File: config.mk
export PLATFORM = sky130hd
export DESIGN_NAME = dma_master_seq
export DESIGN_NICKNAME = d
export VERILOG_FILES = /design/src/rtl/dma_seq_pkg.sv /design/src/rtl/dma_rst_sync.sv /design/src/rtl/dma_bank_decode.sv /design/src/rtl/dma_grant_chain.sv /design/src/rtl/dma_xfer_fsm.sv /design/src/rtl/dma_master_seq.sv
export SDC_FILE = /design/constraint.sdc
export NUM_CORES = 1
export LEC_CHECK = 0
export ABC_AREA = 1
export BUFFER_PORTS_ARGS = -buffer_cell sky130_fd_sc_hd__buf_2
export CAP_MARGIN = 20
export CORE_MARGIN = 5
export CORE_UTILIZATION = 49
export CTS_CLUSTER_DIAMETER = 200
export CTS_CLUSTER_SIZE = 8
export DETAILED_ROUTE_END_ITERATION = 8
export HOLD_SLACK_MARGIN = 0.03
export PLACE_DENSITY_LB_ADDON = 0.3
export SYNTH_ARGS = -nofsm -noshare
export SYNTH_HDL_FRONTEND = slang
export SYNTH_SLANG_ARGS = --single-unit
File: constraint.sdc
create_clock -name clk -period 2.2 [get_ports clk]
set_input_delay 0.44 -clock clk [delete_from_list [all_inputs] [get_ports clk]]
set_output_delay 0.44 -clock clk [all_outputs]
set_load 0.01 [all_outputs]
File: src/rtl/dma_seq_pkg.sv
package dma_seq_pkg;
  typedef enum logic [3:0] {
    ST_IDLE,
    ST_REQ,
    ST_WAIT,
    ST_ADDR,
    ST_RD,
    ST_RD_END,
    ST_WR,
    ST_WR_END,
    ST_REL
  } dma_state_t;
endpackage

File: src/rtl/dma_rst_sync.sv
module dma_rst_sync (
  input  logic clk,
  input  logic rst_n,
  output logic rst_sync_n
);
  logic [1:0] stage_q;

  always_ff @(posedge clk or negedge rst_n) begin
    if (!rst_n) stage_q <= 2'b00;
    else        stage_q <= {stage_q[0], 1'b1};
  end

  assign rst_sync_n = stage_q[1];
endmodule

File: src/rtl/dma_bank_decode.sv
module dma_bank_decode #(
  parameter int BUS_W     = 16,
  parameter int BANK_BITS = 3
) (
  input  logic [BUS_W-1:0] addr,
  output logic             bank_hit
);
  localparam int BANK_LSB = BUS_W - BANK_BITS;

  assign bank_hit = &addr[BUS_W-1:BANK_LSB];
endmodule

File: src/rtl/dma_grant_chain.sv
module dma_grant_chain (
  input  logic dmgi,
  input  logic idle,
  input  logic init,
  output logic dmgo
);
  // A device that is requesting or mastering swallows the grant.
  assign dmgo = dmgi & idle & ~init;
endmodule

File: src/rtl/dma_xfer_fsm.sv
module dma_xfer_fsm
  import dma_seq_pkg::*;
#(
  parameter int BUS_W = 16
) (
  input  logic             clk,
  input  logic             rst_n,
  input  logic             init,
  input  logic             req,
  input  logic [BUS_W-1:0] req_addr,
  input  logic             req_write,
  input  logic [BUS_W-1:0] req_wdata,
  input  logic             dmgi,
  input  logic             rply,
  input  logic             sync_in,
  input  logic [BUS_W-1:0] dal_in,
  input  logic             bank_hit,
  output logic [BUS_W-1:0] addr_q,
  output logic             idle,
  output logic             dmr,
  output logic             sack,
  output logic             sync_o,
  output logic             din,
  output logic             dout,
  output logic             wtbt,
  output logic             bank_sel,
  output logic             dal_oe,
  output logic [BUS_W-1:0] dal_out,
  output logic             done,
  output logic [BUS_W-1:0] rdata
);
  dma_state_t       state_q, state_d;
  logic [BUS_W-1:0] wdata_q, rdata_q;
  logic             write_q;
  logic             cap_en, rd_en;

  assign cap_en = (state_q == ST_IDLE) && req && !init;
  assign rd_en  = (state_q == ST_RD) && rply && !init;

  // next-state process
  always_comb begin
    state_d = state_q;
    case (state_q)
      ST_IDLE:   if (req)               state_d = ST_REQ;
      ST_REQ:    if (dmgi)              state_d = ST_WAIT;
      ST_WAIT:   if (!sync_in && !rply) state_d = ST_ADDR;
      ST_ADDR:   state_d = write_q ? ST_WR : ST_RD;
      ST_RD:     if (rply)              state_d = ST_RD_END;
      ST_RD_END: if (!rply)             state_d = ST_REL;
      ST_WR:     if (rply)              state_d = ST_WR_END;
      ST_WR_END: if (!rply)             state_d = ST_REL;
      ST_REL:    state_d = ST_IDLE;
      default:   state_d = ST_IDLE;
    endcase
    if (init) state_d = ST_IDLE;
  end

  // register process
  always_ff @(posedge clk or negedge rst_n) begin
    if (!rst_n) begin
      state_q <= ST_IDLE;
      addr_q  <= '0;
      wdata_q <= '0;
      write_q <= 1'b0;
      rdata_q <= '0;
    end else begin
      state_q <= state_d;
      if (cap_en) begin
        addr_q  <= req_addr;
        wdata_q <= req_wdata;
        write_q <= req_write;
      end
      if (rd_en) rdata_q <= dal_in;
    end
  end

  // output decode
  assign idle     = (state_q == ST_IDLE);
  assign dmr      = (state_q == ST_REQ);
  assign sack     = (state_q == ST_WAIT) || (state_q == ST_ADDR) ||
                    (state_q == ST_RD)   || (state_q == ST_RD_END) ||
                    (state_q == ST_WR)   || (state_q == ST_WR_END);
  assign sync_o   = (state_q == ST_ADDR) ||
                    (state_q == ST_RD)   || (state_q == ST_RD_END) ||
                    (state_q == ST_WR)   || (state_q == ST_WR_END);
  assign din      = (state_q == ST_RD);
  assign dout     = (state_q == ST_WR);
  assign wtbt     = (state_q == ST_ADDR) && write_q;
  assign bank_sel = (state_q == ST_ADDR) && bank_hit;
  assign dal_oe   = (state_q == ST_ADDR) || (state_q == ST_WR);
  assign dal_out  = (state_q == ST_ADDR) ? addr_q :
                    (state_q == ST_WR)   ? wdata_q : '0;
  assign done     = (state_q == ST_REL);
  assign rdata    = rdata_q;


  dmr_sack_excl_chk: assert property (@(posedge clk) disable iff (!rst_n)
    !(dmr && sack));


  strobe_excl_chk: assert property (@(posedge clk) disable iff (!rst_n)
    !(din && dout));


  sync_start_chk: assert property (@(posedge clk) disable iff (!rst_n)
    $rose(sync_o) |-> $past(!sync_in && !rply));


  addr_then_strobe_chk: assert property (@(posedge clk) disable iff (!rst_n)
    $rose(sync_o) && !init |=> (din || dout) && !wtbt);


  din_under_sync_chk: assert property (@(posedge clk) disable iff (!rst_n)
    din |-> sync_o && sack && !dal_oe);


  sync_release_chk: assert property (@(posedge clk) disable iff (!rst_n)
    $fell(sync_o) && !$past(init) |-> !$past(rply) && done && !sack);


  init_clear_chk: assert property (@(posedge clk) disable iff (!rst_n)
    $past(init) |-> !dmr && !sack && !sync_o && !din && !dout && !dal_oe);
endmodule

File: src/rtl/dma_master_seq.sv
module dma_master_seq #(
  parameter int BUS_W     = 16,
  parameter int BANK_BITS = 3
) (
  input  logic             clk,
  input  logic             rst_n,
  input  logic             init,
  input  logic             req,
  input  logic [BUS_W-1:0] req_addr,
  input  logic             req_write,
  input  logic [BUS_W-1:0] req_wdata,
  input  logic             dmgi,
  input  logic             rply,
  input  logic             sync_in,
  input  logic [BUS_W-1:0] dal_in,
  output logic             dmr,
  output logic             dmgo,
  output logic             sack,
  output logic             sync_o,
  output logic             din,
  output logic             dout,
  output logic             wtbt,
  output logic             bank_sel,
  output logic             dal_oe,
  output logic [BUS_W-1:0] dal_out,
  output logic             done,
  output logic [BUS_W-1:0] rdata
);
  logic             rst_i_n;
  logic             idle;
  logic             bank_hit;
  logic [BUS_W-1:0] addr_q;

  dma_rst_sync u_rst (
    .clk        (clk),
    .rst_n      (rst_n),
    .rst_sync_n (rst_i_n)
  );

  dma_bank_decode #(.BUS_W(BUS_W), .BANK_BITS(BANK_BITS)) u_bank (
    .addr     (addr_q),
    .bank_hit (bank_hit)
  );

  dma_grant_chain u_chain (
    .dmgi (dmgi),
    .idle (idle),
    .init (init),
    .dmgo (dmgo)
  );

  dma_xfer_fsm #(.BUS_W(BUS_W)) u_fsm (
    .clk       (clk),
    .rst_n     (rst_i_n),
    .init      (init),
    .req       (req),
    .req_addr  (req_addr),
    .req_write (req_write),
    .req_wdata (req_wdata),
    .dmgi      (dmgi),
    .rply      (rply),
    .sync_in   (sync_in),
    .dal_in    (dal_in),
    .bank_hit  (bank_hit),
    .addr_q    (addr_q),
    .idle      (idle),
    .dmr       (dmr),
    .sack      (sack),
    .sync_o    (sync_o),
    .din       (din),
    .dout      (dout),
    .wtbt      (wtbt),
    .bank_sel  (bank_sel),
    .dal_oe    (dal_oe),
    .dal_out   (dal_out),
    .done      (done),
    .rdata     (rdata)
  );


  grant_block_chk: assert property (@(posedge clk) disable iff (!rst_i_n)
    (dmr || sack) |-> !dmgo);
endmodule

Yosys cells after proc, flatten, opt, wreduce, memory -nomap -nowiden
Cells that the tools add are included.

Output and inout port bits: 42. Bits in registers: 55.

Multiplexer cells: 11. Equality and inequality tests: 14. Reduce and logical (&&, ||, !) cells: 24. Bitwise operators: 3.

Operator list (number): 16-bit two-way mux (2); 4-bit two-way mux (7); 4-bit case mux with 7 select lines (1); 4-bit by 3-bit == test with 1-bit output, second input constant (4); 3-bit != test, second input constant (5); 1-bit logical OR (10); 4-bit by 2-bit == test with 1-bit output, second input constant (2); 1-bit logical AND (7); 6-bit AND reduction (1); 4-bit by 1-bit == test with 1-bit output, second input constant (1); 4-bit == test, second input constant (1); 4-bit zero test (1); 1-bit zero test (3); 3-bit by 2-bit != test with 1-bit output, second input constant (1); 3-bit AND reduction (1); 1-bit bitwise AND (2); 2-bit two-way mux (1); 2-bit OR reduction (1); 1-bit NOT (1).

Depth between registers and ports, before layout
Gate-level depths: netlist of the first run.

Depth after elaboration: 6. Depth in mapped cells: 10.

By module
Synthesis of the first run repeated with hierarchy kept, for this count alone.

Cells, all modules: 337. Area total of the unflattened synthesis: 2647.5 um2.

Modules (own cells, without submodules): dma_xfer_fsm (instances 1, cells each 329, sequential area each 1326.3 um2, area each 2570.0 um2); dma_rst_sync (instances 1, cells each 3, sequential area each 50.0 um2, area each 53.8 um2); dma_bank_decode (instances 1, cells each 3, sequential area each 0.0 um2, area each 13.8 um2); dma_grant_chain (instances 1, cells each 2, sequential area each 0.0 um2, area each 10.0 um2).

Least setup slack after synthesis of the first run
Ideal clock, no wire load.

Kind: register to output. Start point: register u_fsm.state_q[2]. End point: output port bank_sel. Path slack: 0.530 ns. Path buffers: 0. Arrival: 1.230 ns. Required time: 1.760 ns. Cell stages (with the launch flop): 4. Path through: dfrtp_1 nor2_2 nand2_1 nor4_1.

Word-level cells in the longest chain between the ends: 2.

RTL lines: from (decl) (RTL line dma_xfer_fsm.sv:32) `dma_state_t state_q, state_d;`; from (signal assigned) (RTL line dma_xfer_fsm.sv:67) `state_q <= state_d;`; 4-bit by 2-bit == test with 1-bit output (RTL line dma_xfer_fsm.sv:89) `assign bank_sel = (state_q == ST_ADDR) && bank_hit;`; 1-bit logical AND (RTL line dma_xfer_fsm.sv:89); to (decl) (RTL line dma_master_seq.sv:23) `output logic bank_sel,`.

No other way between the ends.

Worst setup path in the final report of the first run
Ends and elaborated chain as after synthesis.

==> results of run 1 <==
==> final timing paths <==
check / to / slack, ps
max: bank_sel / 160
min: u_fsm.rdata[0] / 270
max reg2reg: u_fsm.rdata[1] / 520
min reg2reg: u_fsm.rdata[0] / 270
max in group asynchronous: u_fsm.addr_q[5] / 1390
min in group clk: u_fsm.rdata[9] / 350
==> state kept, by name (all words and copies together), names as in the netlist <==
| name | flops |
|---|---|
| u_fsm.addr_q | 16 |
| u_fsm.rdata | 16 |
| u_fsm.wdata_q | 16 |
| u_fsm.state_q | 4 |
| u_rst.stage_q | 2 |
| u_fsm.write_q | 1 |
==> critical path: stages, from the launching register on <==
cell,delay (ps)
dfrtp_1,430
nor2_2,270
nand2_2,180
nor4_1,230
buf_2,190
==> power groups by stage <==
stage	Clock [W]	Combinational [W]	Sequential [W]
6_report	0.000555	0.00117	0.00165
5_1_grt	0.000604	0.00133	0.00170
4_1_cts	0.000574	0.00119	0.00165
3_5_place_dp	0	0.00119	0.00166
3_3_place_gp	0	0.00115	0.00165
2_1_floorplan	0	0.000774	0.00165
==> synth_stat cells, drive strengths merged <==
master  instances  area, sq um
a21oi           4         20.0
a32o           13          130
buf            13          103
clkbuf          4         15.0
conb            1         3.75
dfrtp          55         1380
inv            34          128
nand2         103          394
nand3          41          210
nand4           1         6.26
nor2           15         83.8
nor3            1         5.00
nor4            1         6.26
o21ai          19         95.1
==> layout by cell type, fill, tap and decap left out <==
cell,synthesis,routed
a21oi_1,4,4
a32o_1,13,13
buf_12,0,1
buf_2,7,97
buf_4,0,6
clkbuf_8,0,5
clkinv_2,0,2
conb_1,1,1
dfrtp_1,55,52
dfrtp_2,0,3
dlygate4sd3_1,0,1
inv_1,31,30
inv_2,3,3
inv_4,0,1
inv_6,0,1
nand2_1,100,99
nand2_2,3,4
nand3_1,40,40
nand3_2,1,1
nand4_1,1,1
nor2_1,10,10
nor2_2,2,2
nor2_4,3,3
nor3_1,1,1
nor4_1,1,1
o21ai_1,19,19
==> final cells by class <==
class / count / area [sq um]
fillers: 478 / 1900
flip-flops and latches: 55 / 1380
multi-input cells: 199 / 957
repair buffers: 105 / 561
inverters: 34 / 130
well taps: 70 / 87.6
clock buffers: 5 / 68.8
clock inverters: 3 / 18.8
==> timing repair <==
action,CTS,global route
cloned,0,0
hold buffers,1,0
resized for setup,2,4
setup endpoints to repair,3,17
hold endpoints to repair,2,0
==> per-stage QoR <==
step	area [sq um]	utilization	hold slack, ps	setup WS, ps
after floorplan	2580	-	144	530
after detailed placement	3100	0.607	227	238
after global routing	3200	0.627	326	2.91
final	3200	0.627	270	157
after CTS	3200	0.626	292	36.2
after global placement	3100	0.607	225	340
==> per-layer routing <==
metal	routed length, um	global-route usage	part of all wire	up-vias
li1	-	-	-	1169
met1	2710	0.228	0.44	1027
met2	2880	0.331	0.47	68
met3	543	0.0640	0.088	4
met4	48	0.0556	0.0078	0
met5	0	0	0	-
==> cells by family (layout without fill, tap and decap cells) <==
kind of cell	after synthesis	in the layout	share of synthesized area
other	1	1	0.00146
flip-flops	55	55	0.534
AO/OA/AOI/OAI	36	36	0.0952
AND/OR/NAND/NOR	162	162	0.274
buffers and inverters	51	147	0.0952
==> summary.txt, run 1 <==
Timing
  • Relative slew slack: 0.583
  • Slew Limit Fails: 0
  • Setup TNS: 0 ps
  • Final Hold Fails: 0
  • Skew final: ~4.3 ps
  • Crit path time final: 2040 ps
  • Final period utilization: 0.929
  • Setup violators final: 0
  • Worst slew pin tran: slightly above 600 ps
  • RSZ-0062 raised after global routing: no
  • Max Freq: between 0.4 and 0.5 GHz

Outcome
  • Status: complete, no violations

Route
  • DRC viols: 0
  • Via count: about 2300
  • First-iteration detailed-routing DRC count: 85
  • Drt total wl: a little over 6000 um
  • Drt first pass iters: 4
  • Via density per instance: between 4 and 5
  • Drt wl/cell: roughly 13 um
  • Final antenna-violating net count: 0

Final layout
  • Nets: 456
  • Fin cells: approximately 470
  • Area grow syn2layout: 24.3%
  • Antenna fix cells: 0
  • Layout cells sized above 1: 0.322

Clock tree
  • H-tree levels: 2
  • CTS Root Cell: clkbuf_8
  • Sink Count: 55
  • Post-CTS setup buffer count: 0
  • Cts bufs inserted: 5
  • Clock Latency Late Sink: 310 ps
  • Clk buf depth: 2
  • Worst-path clk slew: 90 ps
  • CTS tree: built

Die
  • Core area: between 0.005 and 0.006 sq mm
  • Die H: around 83 um
  • Die W: between 80 and 90 um
  • Starting density of the core: 0.504
  • I/O pins: around 100
  • Die Area: roughly 0.0068 sq mm
  • Rows: 26

GRT
  • First-pass GRT wire length: between 9000 and 10000 um
  • Vias in the first global route: about 2200
  • All-Layer GR Usage: 0.192
  • Pin count of the biggest net entering global routing: 37
  • Overflow left after global routing: 0
  • Initial antenna violation count: 0

Placed design
  • HPWL Detailed: between 4000 and 5000 um
  • Port Buf Inserts: 97
  • Placed insts: ~460
  • GPL Wtd Cong: 0.915

Critical path
  • R2r worst-path depth: 7
  • Crit Path Max Fanout: 8
  • CP arrival: around 1600 ps
  • Worst EP required: about 1800 ps
  • Worst setup EP type: primary output
  • Reg2reg start: u_fsm.state_q[2]
  • Worst Setup SP: u_fsm.state_q[2]
  • CP Launch Type: register
  • CP Class: register to primary output

Synthesis
  • Syn Area/Cell: 8.45 sq um
  • Syn nets: ~360
  • Post-Syn Instances: just over 300
  • Cell Area, Synth: 0.00258 sq mm
  • Synth Register Bits: 55
  • Sequential area share after synthesis: 0.534
  • Warnings from Yosys: 0
  • Count of cell types in the netlist: 20

Power and ir drop
  • Internal: roughly 0.0021 W
  • Clk network pwr share: 0.165
  • IR drop worst, VDD: 638 uV
  • NetSw: about 0.0013 W
  • Power Dens Cells: 1050 mW/mm^2
  • Switching share of power: 0.379
  • Sequential share of power: 0.489
  • Pleak: approximately 1.9 nW
  • Logic pwr share: 0.346
  • PnR Total Power: 0.00338 W

Flow run
  • Max-cap violations: 0

Hold path
  • HP Class: register to async pin
No activity file was read; power rests on OpenSTA's default activity.
==> run 2: changes to the inputs <==
--- a/config.mk
+++ b/config.mk
@@ -14,7 +14,7 @@
 export CTS_CLUSTER_SIZE = 8
 export DETAILED_ROUTE_END_ITERATION = 8
 export HOLD_SLACK_MARGIN = 0.03
-export PLACE_DENSITY_LB_ADDON = 0.3
+export PLACE_DENSITY = 0.92
 export SYNTH_ARGS = -nofsm -noshare
 export SYNTH_HDL_FRONTEND = slang
 export SYNTH_SLANG_ARGS = --single-unit
==> run 2 against run 1 <==
Effect of this change:
- total power down 1.5%
- non-clock buffer count is 1 lower
- routed wire length is 0.73% lower
- combinational power about the same
- clock skew grew 2.8 ps
- die area is the same
- final cell count unchanged
- flip-flop and latch count unchanged
- sequential share of layout area is 0.28 points higher
- count of clock-buffer cells in the layout increased by 2
- worst setup slack worse by 23 ps
- worst hold slack gained 55 ps
- critical path type unchanged
- critical endpoint is now dal_out[7]
==> summary.txt, run 2 (same netlist as run 1, synthesis figures left out) <==
Outcome
  • Status: complete, no violations

Placed design
  • GPL Wtd Cong: 0.850
  • Port Buf Inserts: between 90 and 100
  • HPWL Detailed: roughly 4700 um
  • Cell Area, Placed: 0.00308 sq mm

Power and ir drop
  • Sequential share of power: 0.499
  • Pleak: 1.87 nW
  • Power Dens Cells: about 1000 mW/mm^2
  • Internal: approximately 0.0021 W
  • Logic pwr share: 0.344
  • NetSw: approximately 0.0012 W
  • Clk network pwr share: 0.157
  • Switching share of power: 0.375
  • IR drop worst, VDD: between 500 and 600 uV

Final layout
  • Area grow syn2layout: 23.3%
  • Commonest non-fill, non-tap cell in the layout: nand2_1
  • Nets: roughly 460
  • Layout cells sized above 1: 0.308
  • Most frequent cells in the layout: nand2_1, buf_2, dfrtp_1
  • Fillcell total: approximately 450
  • Post-Layout Inst Area: roughly 0.0032 sq mm

GRT
  • Pin count of the biggest net entering global routing: 37
  • Initial antenna violation count: 2
  • First-pass GRT wire length: 9740 um
  • Overflow left after global routing: 0
  • Vias in the first global route: approximately 2300
  • All-Layer GR Usage: 0.184

Clock tree
  • CTS Root Cell: clkbuf_8
  • Sink Count: 55
  • Clk buf depth: 2
  • CTS tree: built
  • H-tree levels: 2
  • Worst-path clk slew: about 90 ps
  • Cts bufs inserted: 5
  • Clock Latency Late Sink: ~290 ps

Timing
  • Final period utilization: 0.939
  • Worst hold slack: between 300 and 400 ps
  • Relative slew slack: 0.525
  • Slew Limit Fails: 0
  • Max Freq: between 0.4 and 0.5 GHz
  • Crit path time final: between 2000 and 2500 ps
  • Setup violators final: 0
  • Worst slew pin tran: around 700 ps
  • Skew final: 7.13 ps
  • Setup TNS: 0 ps
  • Final Hold Fails: 0
  • RSZ-0062 raised after global routing: no

Route
  • DRC viols: 0
  • Drt wl/cell: 13.0 um
  • Final antenna-violating net count: 0
  • First-iteration detailed-routing DRC count: 79
  • Top layer in use: met5
  • Drt first pass iters: 4
  • Drt total wl: just over 6000 um
  • Via count: approximately 2300
  • Via density per instance: 4.89
  • Met3 WL: 515 um
  • WL met2: roughly 2900 um
  • M1 WL: roughly 2600 um

Critical path
  • Reg2reg start: u_fsm.state_q[0]
  • Crit Path Max Fanout: 17
  • R2R Setup Slk: between 300 and 400 ps
  • CP Launch Type: register
  • Reg2reg end: u_fsm.addr_q[15]
  • Worst setup EP type: primary output
  • R2r worst-path depth: 6
  • Worst EP required: between 1500 and 2000 ps
  • Max incr delay on CP: 490 ps
  • CP Cell Sequence: inv_1 > nor2_2 > nand2_1 > inv_4 > a32o_1 > buf_2
  • CP arrival: roughly 1600 ps
  • CP max stage cell: dfrtp_1
  • CP Class: register to primary output

Die
  • I/O pins: 98
  • Rows: 26
  • Core area: ~0.0051 sq mm
  • Die Area: 0.00681 sq mm
  • Starting density of the core: 0.504
  • Die W: ~83 um
  • Die H: about 83 um

Hold path
  • HP Class: register to async pin

Flow run
  • Max-cap violations: 0
## run 2: changes by cell type in the layout (fill, tap and decap cells not counted), sizes merged
cell    before  now
buf        104  103
clkinv       2    1
diode        0    1
inv         35   34
clkbuf       5    7
## run 2: worst max-delay path: cells and delay by family (launching register included)
family | cells | cell delay, ps
flip-flops | 1 | 490
buffers and inverters | 3 | 410
AND/OR/NAND/NOR | 2 | 270
AO/OA/AOI/OAI | 1 | 170
## run 2: layer usage
metal,vias to the layer above,global-route usage
met5,-,0
met4,2,0.0343
met3,4,0.0531
met2,71,0.321
met1,1061,0.230
li1,1164,-
## run 2: power groups by stage
stage	Sequential (W)	Combinational, W	Clock, W
after CTS	0.00166	0.00116	0.000547
after floorplan	0.00165	0.000774	0
final	0.00166	0.00114	0.000522
after global placement	0.00166	0.00111	0
after global routing	0.00171	0.00130	0.000582
after detailed placement	0.00167	0.00116	0
## run 2: final cells by class
class,count,area [sq um],area share
multi-input cells,199,957,0.301
well taps,70,87.6,0.0276
inverters,34,130,0.0410
clock inverters,1,5.00,0.00158
repair buffers,104,541,0.170
clock buffers,7,76.3,0.0240
flip-flops and latches,55,1380,0.434
diodes,1,2.50,0.000788
## run 2: how the worst max path moves through the flow
stage	start	end	cells past startpoint	slack, ps
2_1_floorplan	u_fsm.state_q[2]	bank_sel	3	530
3_3_place_gp	init	u_fsm.addr_q[14]	7	290
3_5_place_dp	init	u_fsm.addr_q[15]	7	190
4_1_cts	u_fsm.state_q[1]	dal_out[14]	7	60
5_1_grt	u_fsm.state_q[1]	dal_out[7]	6	5
6_report	u_fsm.state_q[1]	dal_out[7]	6	130
## run 2: repair_timing
item / in CTS / in global routing
hold buffers: 1 / 0
hold endpoints to repair: 2 / 0
gates resized for setup: 0 / 3
setup endpoints to repair: 0 / 17
buffers inserted: 0 / 0
## run 2: per-stage QoR
stage | util | std cells | setup slack, ps | power [W]
floorplan | - | 305 | 530 | 0.00243
global placement | 0.603 | 461 | 290 | 0.00276
detailed placement | 0.603 | 461 | 189 | 0.00283
CTS | 0.621 | 470 | 58.4 | 0.00336
global route | 0.622 | 471 | 4.98 | 0.00359
finish | 0.622 | 471 | 134 | 0.00333
